$ cat src/rtl/slpt_pkg.sv
package slpt_pkg;
  localparam int ADDR_W     = 64;
  localparam int LVL_BITS   = 9;
  localparam int PAGE_SHIFT = 12;
  localparam int MAX_LEVELS = 5;
  localparam int LVL_W      = 3;
  localparam int SHIFT_W    = 6;
  localparam int PERM_W     = 2;

  typedef enum logic [3:0] {
    FC_NONE       = 4'd0,
    FC_WIDTH_LEG  = 4'd1,
    FC_WIDTH_SCL  = 4'd2,
    FC_READ_LEG   = 4'd3,
    FC_READ_SCL   = 4'd4,
    FC_ENTRY_LEG  = 4'd5,
    FC_PERM_SCL   = 4'd6,
    FC_RSVD_SCL   = 4'd7,
    FC_WINDOW_LEG = 4'd8,
    FC_WINDOW_SCL = 4'd9
  } faultCode_e;

  typedef struct packed {
    logic       load;
    logic       capture;
    logic       descend;
    logic       finish;
    logic       finFault;
    faultCode_e code;
  } ctrlStrobe_t;

  typedef struct packed {
    logic widthBad;
    logic depthBad;
    logic permBad;
    logic rsvdBad;
    logic isLarge;
    logic largeOk;
    logic atLeaf;
    logic inWindow;
  } dpStatus_t;
endpackage

$ cat src/rtl/slpt_dpath.sv
module slpt_dpath
  import slpt_pkg::*;
#(
  parameter int                     GAW          = 48,
  parameter logic [ADDR_W-1:0]      IRQ_WIN_BASE = 64'h0000_0000_FEE0_0000,
  parameter logic [ADDR_W-1:0]      IRQ_WIN_SIZE = 64'h0000_0000_0010_0000,
  parameter logic [MAX_LEVELS-2:0]  LARGE_CAP    = 4'b0011
) (
  input  logic                 clk,
  input  logic                 rst_n,
  input  ctrlStrobe_t          strobe,
  input  logic [ADDR_W-1:0]    reqAddr,
  input  logic [PERM_W-1:0]    reqPerm,
  input  logic [ADDR_W-1:0]    rootPtr,
  input  logic [LVL_W-1:0]     depth,
  input  logic [ADDR_W-1:0]    memRspData,
  output dpStatus_t            status,
  output logic [ADDR_W-1:0]    memReqAddr,
  output logic                 resFault,
  output faultCode_e           resCode,
  output logic [ADDR_W-1:0]    resBase,
  output logic [SHIFT_W-1:0]   resShift,
  output logic [PERM_W-1:0]    resPerm
);
  localparam logic [ADDR_W-1:0] WIDTH_MASK = ~((64'd1 << GAW) - 64'd1);
  localparam logic [ADDR_W-1:0] RSVD_MASK  = 64'hFFF0_0000_0000_0F7C;
  localparam logic [ADDR_W-1:0] ADDR_FIELD = 64'h000F_FFFF_FFFF_F000;
  localparam int                PS_BIT     = 7;

  logic [ADDR_W-1:0]  vaddr;
  logic [PERM_W-1:0]  permQ;
  logic [ADDR_W-1:0]  tablePtr;
  logic [LVL_W-1:0]   level;
  logic [LVL_W-1:0]   depthQ;
  logic [ADDR_W-1:0]  entryQ;

  logic [SHIFT_W-1:0]    shiftCur;
  logic [ADDR_W-1:0]     shiftedAddr;
  logic [LVL_BITS-1:0]   idx;
  logic [ADDR_W-1:0]     leafBase;
  logic [MAX_LEVELS-2:0] capShifted;

  always_comb begin
    shiftCur    = SHIFT_W'(PAGE_SHIFT) + SHIFT_W'(level) * SHIFT_W'(LVL_BITS);
    shiftedAddr = vaddr >> shiftCur;
    idx         = shiftedAddr[LVL_BITS-1:0];
    memReqAddr  = tablePtr + {{(ADDR_W-LVL_BITS-3){1'b0}}, idx, 3'b000};
    leafBase    = entryQ & ADDR_FIELD & ~((64'd1 << shiftCur) - 64'd1);
    capShifted  = LARGE_CAP >> (level - LVL_W'(1));

    status.widthBad = |(vaddr & WIDTH_MASK);
    status.depthBad = (depthQ < LVL_W'(3)) || (depthQ > LVL_W'(MAX_LEVELS));
    status.permBad  = (entryQ[PERM_W-1:0] & permQ) != permQ;
    status.rsvdBad  = |(entryQ & RSVD_MASK);
    status.atLeaf   = (level == '0);
    status.isLarge  = entryQ[PS_BIT] && (level != '0);
    status.largeOk  = (level != '0) && capShifted[0];
    status.inWindow = (leafBase - IRQ_WIN_BASE) < IRQ_WIN_SIZE;
  end

  always_ff @(posedge clk or negedge rst_n) begin
    if (!rst_n) begin
      vaddr    <= '0;
      permQ    <= '0;
      tablePtr <= '0;
      level    <= '0;
      depthQ   <= '0;
      entryQ   <= '0;
    end else begin
      if (strobe.load) begin
        vaddr    <= reqAddr;
        permQ    <= reqPerm;
        tablePtr <= rootPtr;
        depthQ   <= depth;
        level    <= depth - LVL_W'(1);
      end
      if (strobe.capture) entryQ <= memRspData;
      if (strobe.descend) begin
        tablePtr <= entryQ & ADDR_FIELD;
        level    <= level - LVL_W'(1);
      end
    end
  end

  always_ff @(posedge clk or negedge rst_n) begin
    if (!rst_n) begin
      resFault <= 1'b0;
      resCode  <= FC_NONE;
      resBase  <= '0;
      resShift <= '0;
      resPerm  <= '0;
    end else if (strobe.finish) begin
      resFault <= strobe.finFault;
      resCode  <= strobe.finFault ? strobe.code : FC_NONE;
      resBase  <= strobe.finFault ? '0 : leafBase;
      resShift <= strobe.finFault ? '0 : shiftCur;
      resPerm  <= strobe.finFault ? '0 : entryQ[PERM_W-1:0];
    end
  end

  // every descent lowers the level by exactly one
  p_level_step_r1: assert property (@(posedge clk) disable iff (!rst_n)
    strobe.descend |=> level == $past(level) - LVL_W'(1));

  // the next table pointer is page aligned after a descent
  p_table_aligned_r3: assert property (@(posedge clk) disable iff (!rst_n)
    strobe.descend |=> tablePtr[PAGE_SHIFT-1:0] == '0);
endmodule

$ cat src/rtl/slpt_ctrl.sv
module slpt_ctrl
  import slpt_pkg::*;
(
  input  logic        clk,
  input  logic        rst_n,
  input  logic        start,
  input  logic        scalable,
  input  dpStatus_t   status,
  input  logic        memRspValid,
  input  logic        memRspErr,
  output ctrlStrobe_t strobe,
  output logic        memReqValid,
  output logic        busy,
  output logic        done
);
  typedef enum logic [2:0] {
    S_IDLE, S_CHECK, S_ISSUE, S_WAIT, S_EVAL, S_DONE
  } state_e;

  state_e state, stateNext;
  logic   modeQ;

  function automatic faultCode_e pick(input logic scl, input faultCode_e legCode,
                                      input faultCode_e sclCode);
    return scl ? sclCode : legCode;
  endfunction

  always_comb begin
    stateNext   = state;
    strobe      = '0;
    strobe.code = FC_NONE;
    memReqValid = 1'b0;
    unique case (state)
      S_IDLE: if (start) begin
        strobe.load = 1'b1;
        stateNext   = S_CHECK;
      end
      S_CHECK: begin
        if (status.depthBad || status.widthBad) begin
          strobe.finish   = 1'b1;
          strobe.finFault = 1'b1;
          strobe.code     = pick(modeQ, FC_WIDTH_LEG, FC_WIDTH_SCL);
          stateNext       = S_DONE;
        end else begin
          stateNext = S_ISSUE;
        end
      end
      S_ISSUE: begin
        memReqValid = 1'b1;
        stateNext   = S_WAIT;
      end
      S_WAIT: if (memRspValid) begin
        if (memRspErr) begin
          strobe.finish   = 1'b1;
          strobe.finFault = 1'b1;
          strobe.code     = pick(modeQ, FC_READ_LEG, FC_READ_SCL);
          stateNext       = S_DONE;
        end else begin
          strobe.capture = 1'b1;
          stateNext      = S_EVAL;
        end
      end
      S_EVAL: begin
        stateNext = S_DONE;
        if (status.permBad) begin
          strobe.finish   = 1'b1;
          strobe.finFault = 1'b1;
          strobe.code     = pick(modeQ, FC_ENTRY_LEG, FC_PERM_SCL);
        end else if (status.rsvdBad || (status.isLarge && !status.largeOk)) begin
          strobe.finish   = 1'b1;
          strobe.finFault = 1'b1;
          strobe.code     = pick(modeQ, FC_ENTRY_LEG, FC_RSVD_SCL);
        end else if (status.isLarge || status.atLeaf) begin
          strobe.finish   = 1'b1;
          strobe.finFault = status.inWindow;
          strobe.code     = status.inWindow ? pick(modeQ, FC_WINDOW_LEG, FC_WINDOW_SCL)
                                            : FC_NONE;
        end else begin
          strobe.descend = 1'b1;
          stateNext      = S_ISSUE;
        end
      end
      S_DONE:  stateNext = S_IDLE;
      default: stateNext = S_IDLE;
    endcase
  end

  always_ff @(posedge clk or negedge rst_n) begin
    if (!rst_n) begin
      state <= S_IDLE;
      modeQ <= 1'b0;
    end else begin
      state <= stateNext;
      if (strobe.load) modeQ <= scalable;
    end
  end

  assign busy = (state != S_IDLE);
  assign done = (state == S_DONE);

  // a request is a single-cycle pulse
  p_req_pulse_r10: assert property (@(posedge clk) disable iff (!rst_n)
    memReqValid |=> !memReqValid);

  // done lasts one cycle and returns the block to idle
  p_done_single_r11: assert property (@(posedge clk) disable iff (!rst_n)
    done |=> (!done && !busy));

  // an over-wide address finishes without any read
  p_width_no_read_r2: assert property (@(posedge clk) disable iff (!rst_n)
    (state == S_CHECK && status.widthBad) |=> (done && !memReqValid));
endmodule

$ cat src/rtl/slpt_walker.sv
module slpt_walker
  import slpt_pkg::*;
#(
  parameter int                     GAW          = 48,
  parameter logic [ADDR_W-1:0]      IRQ_WIN_BASE = 64'h0000_0000_FEE0_0000,
  parameter logic [ADDR_W-1:0]      IRQ_WIN_SIZE = 64'h0000_0000_0010_0000,
  parameter logic [MAX_LEVELS-2:0]  LARGE_CAP    = 4'b0011
) (
  input  logic        clk,
  input  logic        rst_n,
  input  logic        start,
  input  logic [63:0] reqAddr,
  input  logic [1:0]  reqPerm,
  input  logic [63:0] rootPtr,
  input  logic [2:0]  depth,
  input  logic        scalable,
  output logic        busy,
  output logic        done,
  output logic        fault,
  output logic [3:0]  faultCode,
  output logic [63:0] outBase,
  output logic [5:0]  outShift,
  output logic [1:0]  outPerm,
  output logic        memReqValid,
  output logic [63:0] memReqAddr,
  input  logic        memRspValid,
  input  logic [63:0] memRspData,
  input  logic        memRspErr
);
  ctrlStrobe_t strobe;
  dpStatus_t   status;
  faultCode_e  resCode;

  slpt_ctrl u_ctrl (
    .clk         (clk),
    .rst_n       (rst_n),
    .start       (start),
    .scalable    (scalable),
    .status      (status),
    .memRspValid (memRspValid),
    .memRspErr   (memRspErr),
    .strobe      (strobe),
    .memReqValid (memReqValid),
    .busy        (busy),
    .done        (done)
  );

  slpt_dpath #(
    .GAW          (GAW),
    .IRQ_WIN_BASE (IRQ_WIN_BASE),
    .IRQ_WIN_SIZE (IRQ_WIN_SIZE),
    .LARGE_CAP    (LARGE_CAP)
  ) u_dpath (
    .clk        (clk),
    .rst_n      (rst_n),
    .strobe     (strobe),
    .reqAddr    (reqAddr),
    .reqPerm    (reqPerm),
    .rootPtr    (rootPtr),
    .depth      (depth),
    .memRspData (memRspData),
    .status     (status),
    .memReqAddr (memReqAddr),
    .resFault   (fault),
    .resCode    (resCode),
    .resBase    (outBase),
    .resShift   (outShift),
    .resPerm    (outPerm)
  );

  assign faultCode = resCode;

  // a successful result never lands in the interrupt window
  p_window_clear_r8: assert property (@(posedge clk) disable iff (!rst_n)
    (done && !fault) |-> ((outBase - IRQ_WIN_BASE) >= IRQ_WIN_SIZE));

  // a successful base is aligned to its own page size
  p_base_aligned_r7: assert property (@(posedge clk) disable iff (!rst_n)
    (done && !fault) |-> ((outBase & ((64'd1 << outShift) - 64'd1)) == '0));

  // a fault clears base, shift and rights
  p_fault_zero_r11: assert property (@(posedge clk) disable iff (!rst_n)
    (done && fault) |-> (outBase == '0 && outShift == '0 && outPerm == '0));
endmodule

$ cat config.mk
export PLATFORM = sky130hd
export DESIGN_NAME = slpt_walker
export DESIGN_NICKNAME = d
export VERILOG_FILES = /design/src/rtl/slpt_pkg.sv /design/src/rtl/slpt_dpath.sv /design/src/rtl/slpt_ctrl.sv /design/src/rtl/slpt_walker.sv
export SDC_FILE = /design/constraint.sdc
export NUM_CORES = 1
export LEC_CHECK = 0
export BUFFER_PORTS_ARGS = -buffer_cell sky130_fd_sc_hd__buf_2
export CORE_MARGIN = 8
export CORE_UTILIZATION = 55
export CTS_BUF_LIST = sky130_fd_sc_hd__clkbuf_4 sky130_fd_sc_hd__clkbuf_8
export DETAILED_ROUTE_END_ITERATION = 7
export PLACE_DENSITY = 0.81
export SYNTH_ARGS = -nofsm -noshare
export SYNTH_HDL_FRONTEND = slang
export SYNTH_SLANG_ARGS = --single-unit
$ cat constraint.sdc
create_clock -name clk -period 19.9 [get_ports clk]
set_input_delay 0.995 -clock clk [delete_from_list [all_inputs] [get_ports clk]]
set_output_delay 0.995 -clock clk [all_outputs]
set_load 0.02 [all_outputs]
======== Yosys cells after proc, flatten, opt, wreduce, memory -nomap -nowiden ========
Cells that the tools add are included.
word-level totals
  register bits ........................... 281
  output and inout bits ................... 144
  logic and storage cells ................. 92
cells by class
  add/sub/neg operators ................... 6
  multipliers ............................. 1
  order comparisons ....................... 3
  eq/ne operators ......................... 8
  shift operators ......................... 3
  muxes and demuxes ....................... 39
  bitwise logic cells ..................... 3
  reductions and logical operators ........ 16
operators with widths
  operator                count
  $mux 64                 3
  $add 64x12->64          1
  $and 52x64->64          1
  $lt 64x21->1 const B    1
  $not 64->64             1
  $shl 1x6->64 const A    1
  $shr 64x6->9            1
  $sub 64x1->64 const B   1
  $sub 64x32->64 const B  1
  $mux 6                  7
  $mux 3                  9
  $reduce_or 21->1        1
  $pmux 6 s3              1
  $reduce_or 16->1        1
  $pmux 3 s5              1
  $mux 1                  12
  $mux 2                  4
  $mux 4                  2
  $add 4x6->6 const A     1
  $eq 3x2->1 const B      2
  $eq 3x3->1 const B      2
  $logic_not 3->1         2
  $mul 3x4->6 const B     1
  $reduce_bool 3->1       2
  other kinds (13)        20

======== Depth between registers and ports, before layout ========
Gate-level depths: netlist of run 1.
  word-level depth ........................ 14
  gate-level depth with buffers ........... 31
  gate-level depth less buffers ........... 21

======== Cells and area by module ========
Synthesis of run 1 repeated with hierarchy kept, for this count alone.
second synthesis, totals
  cell total of the unflattened synthesis .. 1678
  area total of the unflattened synthesis .. 16542.1 um^2
modules (own cells, without submodules)
  module      instances  cells an instance  area an instance (um^2)  seq. area each (um^2)
  slpt_dpath  1          1623               16128.0                  6331.1
  slpt_ctrl   1          55                 414.1                    100.1

======== Worst setup path before layout of run 1 ========
OpenSTA, ideal clock, no wires.
  kind .................................... reg-to-output
  start ................................... register u_dpath.level[2]
  end ..................................... output memReqAddr[37]
  arrival time ............................ 6575 ps
  path slack .............................. 12330 ps
  cell stages (with the launch flop) ...... 32
  path buffers ............................ 11
  cells stage by stage .................... dfrtp_1 -> buf_2 -> buf_4 -> buf_2 -> clkinv_1 -> clkbuf_1 -> buf_1 -> ha_1 -> buf_2 -> buf_2 -> inv_1 -> clkbuf_1 -> clkbuf_1 -> clkbuf_1 -> nand2_1 -> o211ai_1 -> o21ai_0 -> o211ai_1 -> o21ai_0 -> fa_1 -> nor2b_1 -> o21ai_0 -> a21boi_0 -> o21ai_0 -> a21boi_0 -> o21a_1 -> o21a_1 -> o2111a_1 -> clkbuf_1 -> and2_1 -> nand4_1 -> xnor2_1
between the ends
  cells in the longest elaborated chain, start to end .. 4
RTL lines
  item                    line               text
  start, declared         slpt_dpath.sv:33   logic [LVL_W-1:0] level;
  start signal, assigned  slpt_dpath.sv:75   level <= depth - LVL_W'(1);
  start signal, assigned  slpt_dpath.sv:80   level <= level - LVL_W'(1);
  $mul 3x4->6             slpt_dpath.sv:44   shiftCur = SHIFT_W'(PAGE_SHIFT) + SHIFT_W'(level) * SHIFT_W'(LVL_BITS);
  $add 4x6->6             slpt_dpath.sv:44
  $shr 64x6->9            slpt_dpath.sv:45   shiftedAddr = vaddr >> shiftCur;
  $add 64x12->64          slpt_dpath.sv:47   memReqAddr = tablePtr + {{(ADDR_W-LVL_BITS-3){1'b0}}, idx, 3'b000};
  end, declared           slpt_walker.sv:25  output logic [63:0] memReqAddr,
Every way passes these cells.

======== Final worst setup path of run 1 ========
  start ................................... register u_dpath.level[0]
  end ..................................... output memReqAddr[53]
The elaborated chain is that of the path after synthesis.

==> results of run 1 <==
how the worst max path moves through the flow:
stage	startpoint	endpoint	slack, ns
global placement	u_dpath.level[0]$_DFFE_PN0P_	memReqAddr[53]	12.50
detailed placement	u_dpath.level[0]$_DFFE_PN0P_	memReqAddr[53]	12.33
CTS	u_dpath.level[0]$_DFFE_PN0P_	memReqAddr[53]	11.72
global route	u_dpath.level[0]$_DFFE_PN0P_	memReqAddr[55]	11.19
floorplan	u_dpath.level[2]$_DFFE_PN0P_	memReqAddr[37]	12.33
finish	u_dpath.level[0]$_DFFE_PN0P_	memReqAddr[53]	11.66
tightest hold or removal path: stages (launching register included):
cell and delay, ns:
dfrtp_1 0.34, nand2_1 0.04, o21ai_0 0.06
report_power, final:
part,internal (uW),switching [uW]
clock,285,213
combinational,889,1520
sequential,716,229
logic make-up (layout without fill, tap and decap cells):
logic type	Yosys count	after routing	synth area share
buf+inv	178	454	0.0507
xor+xnor	69	69	0.0380
fa+ha+maj	20	20	0.0162
flops	257	257	0.404
other cells	1	27	0.000236
mux	157	157	0.124
compound gates	338	338	0.147
simple gates	766	766	0.220
area by class of cell:
class | instances | area [sq um] | area share
diodes | 3 | 7.51 | 0.000405
clock buffers | 70 | 857 | 0.0462
clock inverters | 6 | 60.1 | 0.00324
inverters | 34 | 128 | 0.00688
multi-input cells | 1374 | 8790 | 0.474
flip-flops and latches | 257 | 6440 | 0.347
well taps | 384 | 480 | 0.0259
repair buffers | 344 | 1790 | 0.0963
flip-flops by register name, summed over array words and instances, names as in the netlist:
name              count
u_ctrl.modeQ          1
u_ctrl.state          3
u_dpath.depthQ        3
u_dpath.tablePtr     64
u_dpath.vaddr        64
u_dpath.resShift      6
u_dpath.permQ         2
u_dpath.entryQ       64
u_dpath.resBase      40
u_dpath.resCode       4
u_dpath.resFault      1
u_dpath.resPerm       2
u_dpath.level         3
placed cells by master, fill, tap and decap left out, types with 5 or more instances in the layout:
master	n
o31ai_1	9
nand2b_1	9
nor4_1	16
clkbuf_4	17
nor3_1	18
inv_1	31
clkbuf_8	53
o211ai_1	16
xnor2_1	49
mux2_2	95
mux4_2	23
buf_2	321
a21oi_1	81
and2_1	11
xor2_1	20
ha_1	18
conb_1	24
dfrtp_1	254
nand2_1	456
a22oi_1	41
or2_2	5
mux2i_1	39
o21ai_0	64
and3_1	33
nand3_1	41
and4_1	8
or3_1	9
o311ai_0	5
buf_4	22
nand4_1	15
nor2_1	90
a22o_1	35
a31oi_1	9
nor2b_1	16
a211oi_1	16
metrics by stage:
step                setup WS, ns  power (uW)  std cells
detailed placement         12.33        3320       2393
CTS                        11.72        3830       2469
finish                     11.66        3850       2472
global route               11.19        4120       2472
floorplan                  12.33        2590       1809
global placement           12.50        3270       2393
per-layer routing:
layer  vias up  track usage  share of wire
met2       713        0.456           0.45
met5         -            0        0.00029
met4         2        0.104          0.030
met1      7126        0.415           0.43
met3       111       0.0554          0.092
li1       6797            -              -
==> impl_metrics.ini, run 1 <==
[synthesis]
yosysMostFrequentCell = nand2_1
synthDistinctLibCells = 96
synth-edff-count = 0
synth_common_cells = 456 x nand2_1, 257 x dfrtp_1, 95 x mux2_2
synthArstFlopShare = 1.00
yosys.area.top_type = dfrtp_1
synth_seq_cells = 257
syn_inst = 1786
netlist.area_leader.share = 0.404
synth_area_per_cell_sq_um = 8.90
synth_area_sq_mm = 0.0159
seq_area_frac_synth = 0.404
yosys_warnings = 0
ys_top_cells_by_area = dfrtp_1 40%, nand2_1 11%, mux2_2 6.7%, mux4_2 3.3%, xnor2_1 2.7%
synth-main-ff-cell = dfrtp_1

[drt]
wirelength_um = 52100
drt_iter0_markers = 1693
vias = 14700
via_per_inst = 5.97
drc_errors = 0
ant_nets = 0
wl_per_cell_um = 21.1
dr.pass1.iters = 6

[clocking]
cts_tree = done
clockRootBuffer = clkbuf_8
clock-sinks = 257
cts_htree_levels = 2
insertion_delay_ns = 0.55
cts_buffers = 44
cts_resized = 0
clk_pin_slew_ns = 0.06
cts-hold-fix-buffers = 0
clk_path_buf_depth = 3
post_cts_buffers = 0

[die]
die_y_um = 186
dieArea_sq_mm = 0.0346
io_pins = 347
initial_core_util = 0.556
num_rows = 62
die_w_um = 186
core_sq_mm = 0.0286

[critical_path]
start_kind = flop
cpLargestDelayFamily = buffers and inverters
worst-setup-path-type = reg -> out
crit_fanout = 62
slowest_stage = inv_2
r2r_cells = 16
cp_num_cells = 21
path_cells = buf_4 > inv_2 > ha_2 > inv_1 > buf_4 > mux4_2 > mux4_2 > mux2_2 > ha_1 > nor2b_1 > o21ai_0 > a21boi_0 > o21ai_0 > a21boi_0 > o21a_1 > o21a_1 > o2111a_1 > and3_1 > and4_1 > xor2_1 > buf_2
r2r_end = u_dpath.resBase[23]$_DFFE_PN0P_
critPathCaptureType = output pin
cp_data_required_time_ns = 18.91
critPathArrivalTime_ns = 7.24
rrSetupSlack_ns = 12.96
worstReg2RegStart = u_dpath.level[0]$_DFFE_PN0P_
timing.critical_path.buf_inv = 5
max_stage_delay_ns = 0.69

[grt]
grt_pass1_vias = 14300
antenna_found_initial = 4
grt_max_degree = 109
grt_usage = 0.296
grt_overflow_total = 0
grt_pass1_wl_um = 80600

[sta]
fin_crit_ns = 8.24
relSlewSlack = 0.162
clock.fmax_mhz = 121
holdWs_ns = 0.484
tns_ns = 0
layout_worst_path_cycle_share = 0.414
slew_violations = 0
finalHoldViolCount = 0
setup_viol = 0
tightest_slew_ns = 1.25
rsz0062_at_grt = no
finClkSkew_ns = 0.0192

[min_path]
hp-class = reg -> reg
hold_path_end = u_dpath.resBase[43]$_DFFE_PN0P_
worstHoldStart = u_dpath.resBase[43]$_DFFE_PN0P_
hold_path_depth = 2

[cells_and_area]
design_area_sq_mm = 0.0185
num-nets-final = 2278
drive_gt1_frac = 0.274
fin_util = 0.648
syn2layout_area_growth_pct = 16.6
fill_cells = 2445

[place]
place_hpwl_um = 39100
gp_congestion = 0.955
io_buffers = 322
dpl-instance-area_sq_mm = 0.0176

[power_and_ir_drop]
power.leakage_uw = 0.00917
peakVddDrop_v = 0.000136
powerDensity_mw_per_mm2 = 208

[run]
maxCapViolations = 0

[run_status]
outcome = completed
Note: power is estimated with default switching activity, not from simulation.
==> run 2, diff against run 1 <==
--- a/config.mk
+++ b/config.mk
@@ -7,10 +7,10 @@
 export LEC_CHECK = 0
 export BUFFER_PORTS_ARGS = -buffer_cell sky130_fd_sc_hd__buf_2
 export CORE_MARGIN = 8
-export CORE_UTILIZATION = 55
+export CORE_UTILIZATION = 52
 export CTS_BUF_LIST = sky130_fd_sc_hd__clkbuf_4 sky130_fd_sc_hd__clkbuf_8
 export DETAILED_ROUTE_END_ITERATION = 7
-export PLACE_DENSITY = 0.81
+export PLACE_DENSITY = 0.8
 export SYNTH_ARGS = -nofsm -noshare
 export SYNTH_HDL_FRONTEND = slang
 export SYNTH_SLANG_ARGS = --single-unit
==> constraint.sdc (replaced) <==
create_clock -name clk -period 6.9 [get_ports clk]
set_input_delay 0.345 -clock clk [delete_from_list [all_inputs] [get_ports clk]]
set_output_delay 0.345 -clock clk [all_outputs]
set_load 0.02 [all_outputs]
==> impl_metrics.ini, run 2 (synthesis results as in run 1) <==
[drt]
ant_nets = 0
dr_wl_met2_um = 25500
drt_iter0_markers = 1492
wirelength_met1_um = 23000
vias = 15600
drc_errors = 0
wirelength_um = 55700
via_per_inst = 5.95
highest_layer = met4
wl_met3_um = 5350
dr.pass1.iters = 5
wl_per_cell_um = 21.3

[critical_path]
critPathArrivalTime_ns = 6.10
critPathCaptureType = output pin
cp_data_required_time_ns = 6.55
start_kind = flop
crit_fanout = 20
worst-setup-path-type = reg -> out

[grt]
grt_pass1_wl_um = 87100
grt_pass1_vias = 15500
grt_usage = 0.298
grt_overflow_total = 0
antenna_found_initial = 0
grt_max_degree = 135

[sta]
tightest_slew_ns = 0.972
layout_worst_path_cycle_share = 0.933
clock.fmax_mhz = 155
tns_ns = 0
rsz0062_at_grt = no
relSlewSlack = 0.352
fin_crit_ns = 6.44
finalHoldViolCount = 0
slew_violations = 0
setup_viol = 0
finClkSkew_ns = 0.0154

[die]
io_pins = 347
die_y_um = 191
initial_core_util = 0.524
core_sq_mm = 0.0303
dieArea_sq_mm = 0.0364
die_w_um = 191
num_rows = 64

[cells_and_area]
syn2layout_area_growth_pct = 25.8
top_regs = u_dpath.entryQ (64), u_dpath.tablePtr (64), u_dpath.vaddr (64)
num-nets-final = 2414
design_area_sq_mm = 0.0200
stdcell_count = 2621
drive_gt1_frac = 0.262
layout_commonest_cell = nand2_1
final_cell_mix = 456 x nand2_1, 321 x buf_2, 254 x dfrtp_1
fin_util = 0.659

[clocking]
clock-sinks = 257
cts_buffers = 44
cts_tree = done
clk_pin_slew_ns = 0.06
clockRootBuffer = clkbuf_8
insertion_delay_ns = 0.57
clk_path_buf_depth = 3
cts_htree_levels = 2

[place]
gp_congestion = 0.978
place_hpwl_um = 39800
dpl-instance-area_sq_mm = 0.0177
placed_cells = 2411
io_buffers = 322

[power_and_ir_drop]
p_sw_frac = 0.505
peakVddDrop_v = 0.000386
p_seq_frac = 0.239
p_comb_frac = 0.625
power_switching_uw = 5750
p_int_uw = 5620
p_clk_frac = 0.136
powerDensity_mw_per_mm2 = 568
power.leakage_uw = 0.00979

[min_path]
hp-class = in -> reg

[run_status]
outcome = completed

[run]
maxCapViolations = 0
-- run 2: metrics by stage --
stage,hold slack (ns),worst slack [ns],total power [uW]
floorplan,0.0494,0.00431,7480
global placement,0.449,1.03,9470
detailed placement,0.463,0.908,9600
CTS,0.000418,0.268,11200
global route,-0.00668,0.0309,12100
finish,0.0122,0.459,11400
-- run 2: path summary, 6_finish.rpt --
check / cells after the start / to / slack (ns) / start
setup / recovery: 19 / memReqAddr[53] / 0.46 / u_dpath.level[0]$_DFFE_PN0P_
hold / removal: 3 / u_dpath.tablePtr[32]$_DFFE_PN0P_ / 0.01 / rootPtr[32]
setup reg to reg: 18 / u_dpath.resBase[30]$_DFFE_PN0P_ / 0.96 / u_dpath.level[1]$_DFFE_PN0P_
hold reg to reg: 2 / u_dpath.resCode[3]$_DFFE_PN0P_ / 0.49 / u_dpath.resCode[3]$_DFFE_PN0P_
max in group asynchronous: 3 / u_dpath.entryQ[40]$_DFFE_PN0P_ / 5.23 / rst_n
min in group asynchronous: 2 / u_dpath.vaddr[45]$_DFFE_PN0P_ / 0.41 / rst_n
-- run 2: timing repair --
action,CTS,global route
setup endpoints to repair,0,37
hold buffers,127,2
gates resized for setup,0,0
setup buffers,0,1
hold endpoints to repair,249,2
-- run 2: power groups by stage --
stage	registers, uW	logic [uW]	clock network (uW)
floorplan	2490	4990	0
global placement	2710	6760	0
detailed placement	2740	6860	0
CTS	2720	6950	1570
global route	2780	7700	1640
finish	2720	7100	1540
-- run 2: final cells by class --
cell class                 instances  area [sq um]
antenna                            1          2.50
clock buffer                      68           861
clock inverter                    11           138
fill                            2443         10300
inverter                          34           128
multi-input combinational       1374          8800
sequential                       257          6440
tap                              396           495
timing repair buffer             480          3160
-- run 2: worst max-delay path, cell delays in order (launching register included) --
cell	delay, ns
dfrtp_2	0.41
inv_2	0.07
ha_2	0.27
inv_1	0.59
mux4_2	0.64
mux4_2	0.46
mux2_2	0.31
ha_1	0.33
nor2b_1	0.13
o21ai_0	0.10
a21boi_0	0.24
o21ai_0	0.14
a21boi_0	0.30
o21a_1	0.19
o21a_1	0.21
o2111a_1	0.22
and3_1	0.34
and4_1	0.25
xor2_1	0.15
buf_2	0.18
-- run 2: per-layer routing --
metal | GRT usage | up-vias
met5 | 0 | -
met4 | 0.106 | 0
met3 | 0.0569 | 126
met2 | 0.467 | 830
met1 | 0.406 | 7561
li1 | - | 7090
==> run 3, diff against run 2 <==
--- a/config.mk
+++ b/config.mk
@@ -11,6 +11,7 @@
 export CTS_BUF_LIST = sky130_fd_sc_hd__clkbuf_4 sky130_fd_sc_hd__clkbuf_8
 export DETAILED_ROUTE_END_ITERATION = 7
 export PLACE_DENSITY = 0.8
+export RECOVER_POWER = 100
 export SYNTH_ARGS = -nofsm -noshare
 export SYNTH_HDL_FRONTEND = slang
 export SYNTH_SLANG_ARGS = --single-unit
==> impl_metrics.ini, run 3 (synthesis results as in run 1) <==
[min_path]
hold_path_depth = 3
worstHoldStart = rootPtr[32]
hold_path_end = u_dpath.tablePtr[32]$_DFFE_PN0P_
hp-class = in -> reg

[clocking]
cts_htree_levels = 2
clk_pin_slew_ns = 0.06
clockRootBuffer = clkbuf_8
cts_resized = 0
clk_path_buf_depth = 3
insertion_delay_ns = 0.57
clock-sinks = 257
cts_tree = done
cts_buffers = 44

[die]
io_pins = 347
num_rows = 64
die_w_um = 191
core_sq_mm = 0.0303
initial_core_util = 0.524
dieArea_sq_mm = 0.0364
die_y_um = 191

[power_and_ir_drop]
peakVddDrop_v = 0.000402
power.leakage_uw = 0.00937
powerDensity_mw_per_mm2 = 568

[cells_and_area]
fill_cells = 2523
num-nets-final = 2414
syn2layout_area_growth_pct = 24.7
seq_area_sq_mm = 0.00644
top_regs = u_dpath.entryQ (64), u_dpath.tablePtr (64), u_dpath.vaddr (64)
design_area_sq_mm = 0.0198
layout_commonest_cell = nand2_1
multiInputGateArea_sq_mm = 0.00877
drive_gt1_frac = 0.207
stdcell_count = 2621
final_cell_mix = 456 x nand2_1, 254 x dfrtp_1, 204 x buf_2

[drt]
drc_errors = 0
dr_wl_met2_um = 25600
drt_iter0_markers = 1543
dr.pass1.iters = 6
highest_layer = met4
ant_nets = 0
vias = 15600
wirelength_um = 55700
wirelength_met1_um = 23200
wl_met3_um = 5130
wl_per_cell_um = 21.3
via_per_inst = 5.94

[critical_path]
start_kind = flop
cpLargestDelayFamily = multiplexers
slowest_stage = mux4_2
rrSetupSlack_ns = 0.64
max_stage_delay_ns = 0.64
critPathArrivalTime_ns = 6.12
path_cells = inv_2 > ha_2 > inv_1 > mux4_2 > mux4_2 > mux2_2 > ha_1 > nor2b_1 > o21ai_0 > a21boi_0 > o21ai_0 > a21boi_0 > o21a_1 > o21a_1 > o2111a_1 > clkbuf_4 > and2_1 > nand4_1 > xnor2_2 > buf_2
critPathCaptureType = output pin
worst-setup-path-type = reg -> out
r2r_cells = 15
r2r_end = u_dpath.resBase[28]$_DFFE_PN0P_
worstReg2RegStart = u_dpath.level[1]$_DFFE_PN0P_
crit_fanout = 20
cp_data_required_time_ns = 6.55
timing.critical_path.buf_inv = 4

[sta]
relSlewSlack = -2.63
slew_violations = 436
tns_ns = 0
setup_viol = 0
finClkSkew_ns = 0.0146
rsz0062_at_grt = no
fin_crit_ns = 6.46
finalHoldViolCount = 0
layout_worst_path_cycle_share = 0.937
clock.fmax_mhz = 155
tightest_slew_ns = 5.45

[run_status]
outcome = complete, but fails checks
failed_checks = max-capacitance violations, max-slew violations

[place]
io_buffers = 322
dpl-instance-area_sq_mm = 0.0177
place_hpwl_um = 39800
placed_cells = 2411
gp_congestion = 0.978

[grt]
grt_pass1_vias = 15500
grt_pass1_wl_um = 87100
grt_overflow_total = 0
antenna_found_initial = 0
grt_max_degree = 135
grt_usage = 0.298

[run]
maxCapViolations = 6
[run 3: cell count changes in the layout (fill, tap and decap cells not counted), moves of 2 or more]
cell | before | now
clkbuf_2 | 0 | 9
nor2_1 | 90 | 92
buf_2 | 321 | 204
mux2_2 | 95 | 93
buf_4 | 27 | 20
clkbuf_1 | 0 | 114
mux2_1 | 0 | 2
[run 3: tightest hold or removal path, cell delays in order]
cell,delay (ns)
buf_2,0.09
a22oi_1,0.06
nand2_1,0.06
[run 3: worst max path at each step]
stage                                      start                              end  cells past startpoint
finish              u_dpath.level[0]$_DFFE_PN0P_                   memReqAddr[37]                     20
global route        u_dpath.level[0]$_DFFE_PN0P_                   memReqAddr[39]                     20
CTS                 u_dpath.level[1]$_DFFE_PN0P_                   memReqAddr[24]                     22
detailed placement  u_dpath.level[1]$_DFFE_PN0P_                   memReqAddr[24]                     22
global placement    u_dpath.level[1]$_DFFE_PN0P_  u_dpath.resBase[28]$_DFFE_PN0P_                     13
floorplan           u_dpath.level[2]$_DFFE_PN0P_                   memReqAddr[49]                     31
[run 3: layout make-up]
cell class,count,area share
Antenna cell,1,0.000126
Clock buffer,68,0.0434
Clock inverter,11,0.00694
Inverter,34,0.00644
Multi-Input combinational cell,1374,0.442
Sequential cell,257,0.325
Tap cell,396,0.0250
Timing Repair Buffer,480,0.151
[run 3: routing by layer]
metal | up-vias | global-route usage
met2 | 814 | 0.467
met4 | 0 | 0.106
met5 | - | 0
met3 | 129 | 0.0569
met1 | 7559 | 0.406
li1 | 7071 | -
[run 3: per-stage QoR]
stage | power (uW) | hold WS [ns] | util | setup WS [ns]
after floorplan | 7480 | 0.0494 | - | 0.00431
after global placement | 9470 | 0.449 | 0.583 | 1.03
after detailed placement | 9600 | 0.463 | 0.583 | 0.908
after CTS | 11200 | 0.000418 | 0.658 | 0.268
after global routing | 12000 | -0.00634 | 0.653 | 0.0136
final | 11300 | 0.0160 | 0.653 | 0.437
[run 3: repair_timing]
item	4_1_cts	5_1_grt
endpoints found under the hold margin	249	2
buffers inserted	0	1
hold buffers	127	2
setup endpoints to repair	0	37
[run 3: where the power goes]
group | total, uW | internal (uW) | switching, uW
Combinational | 7010 | 2550 | 4450
Sequential | 2720 | 2070 | 656
Clock | 1540 | 908 | 635
Total | 11300 | 5530 | 5740
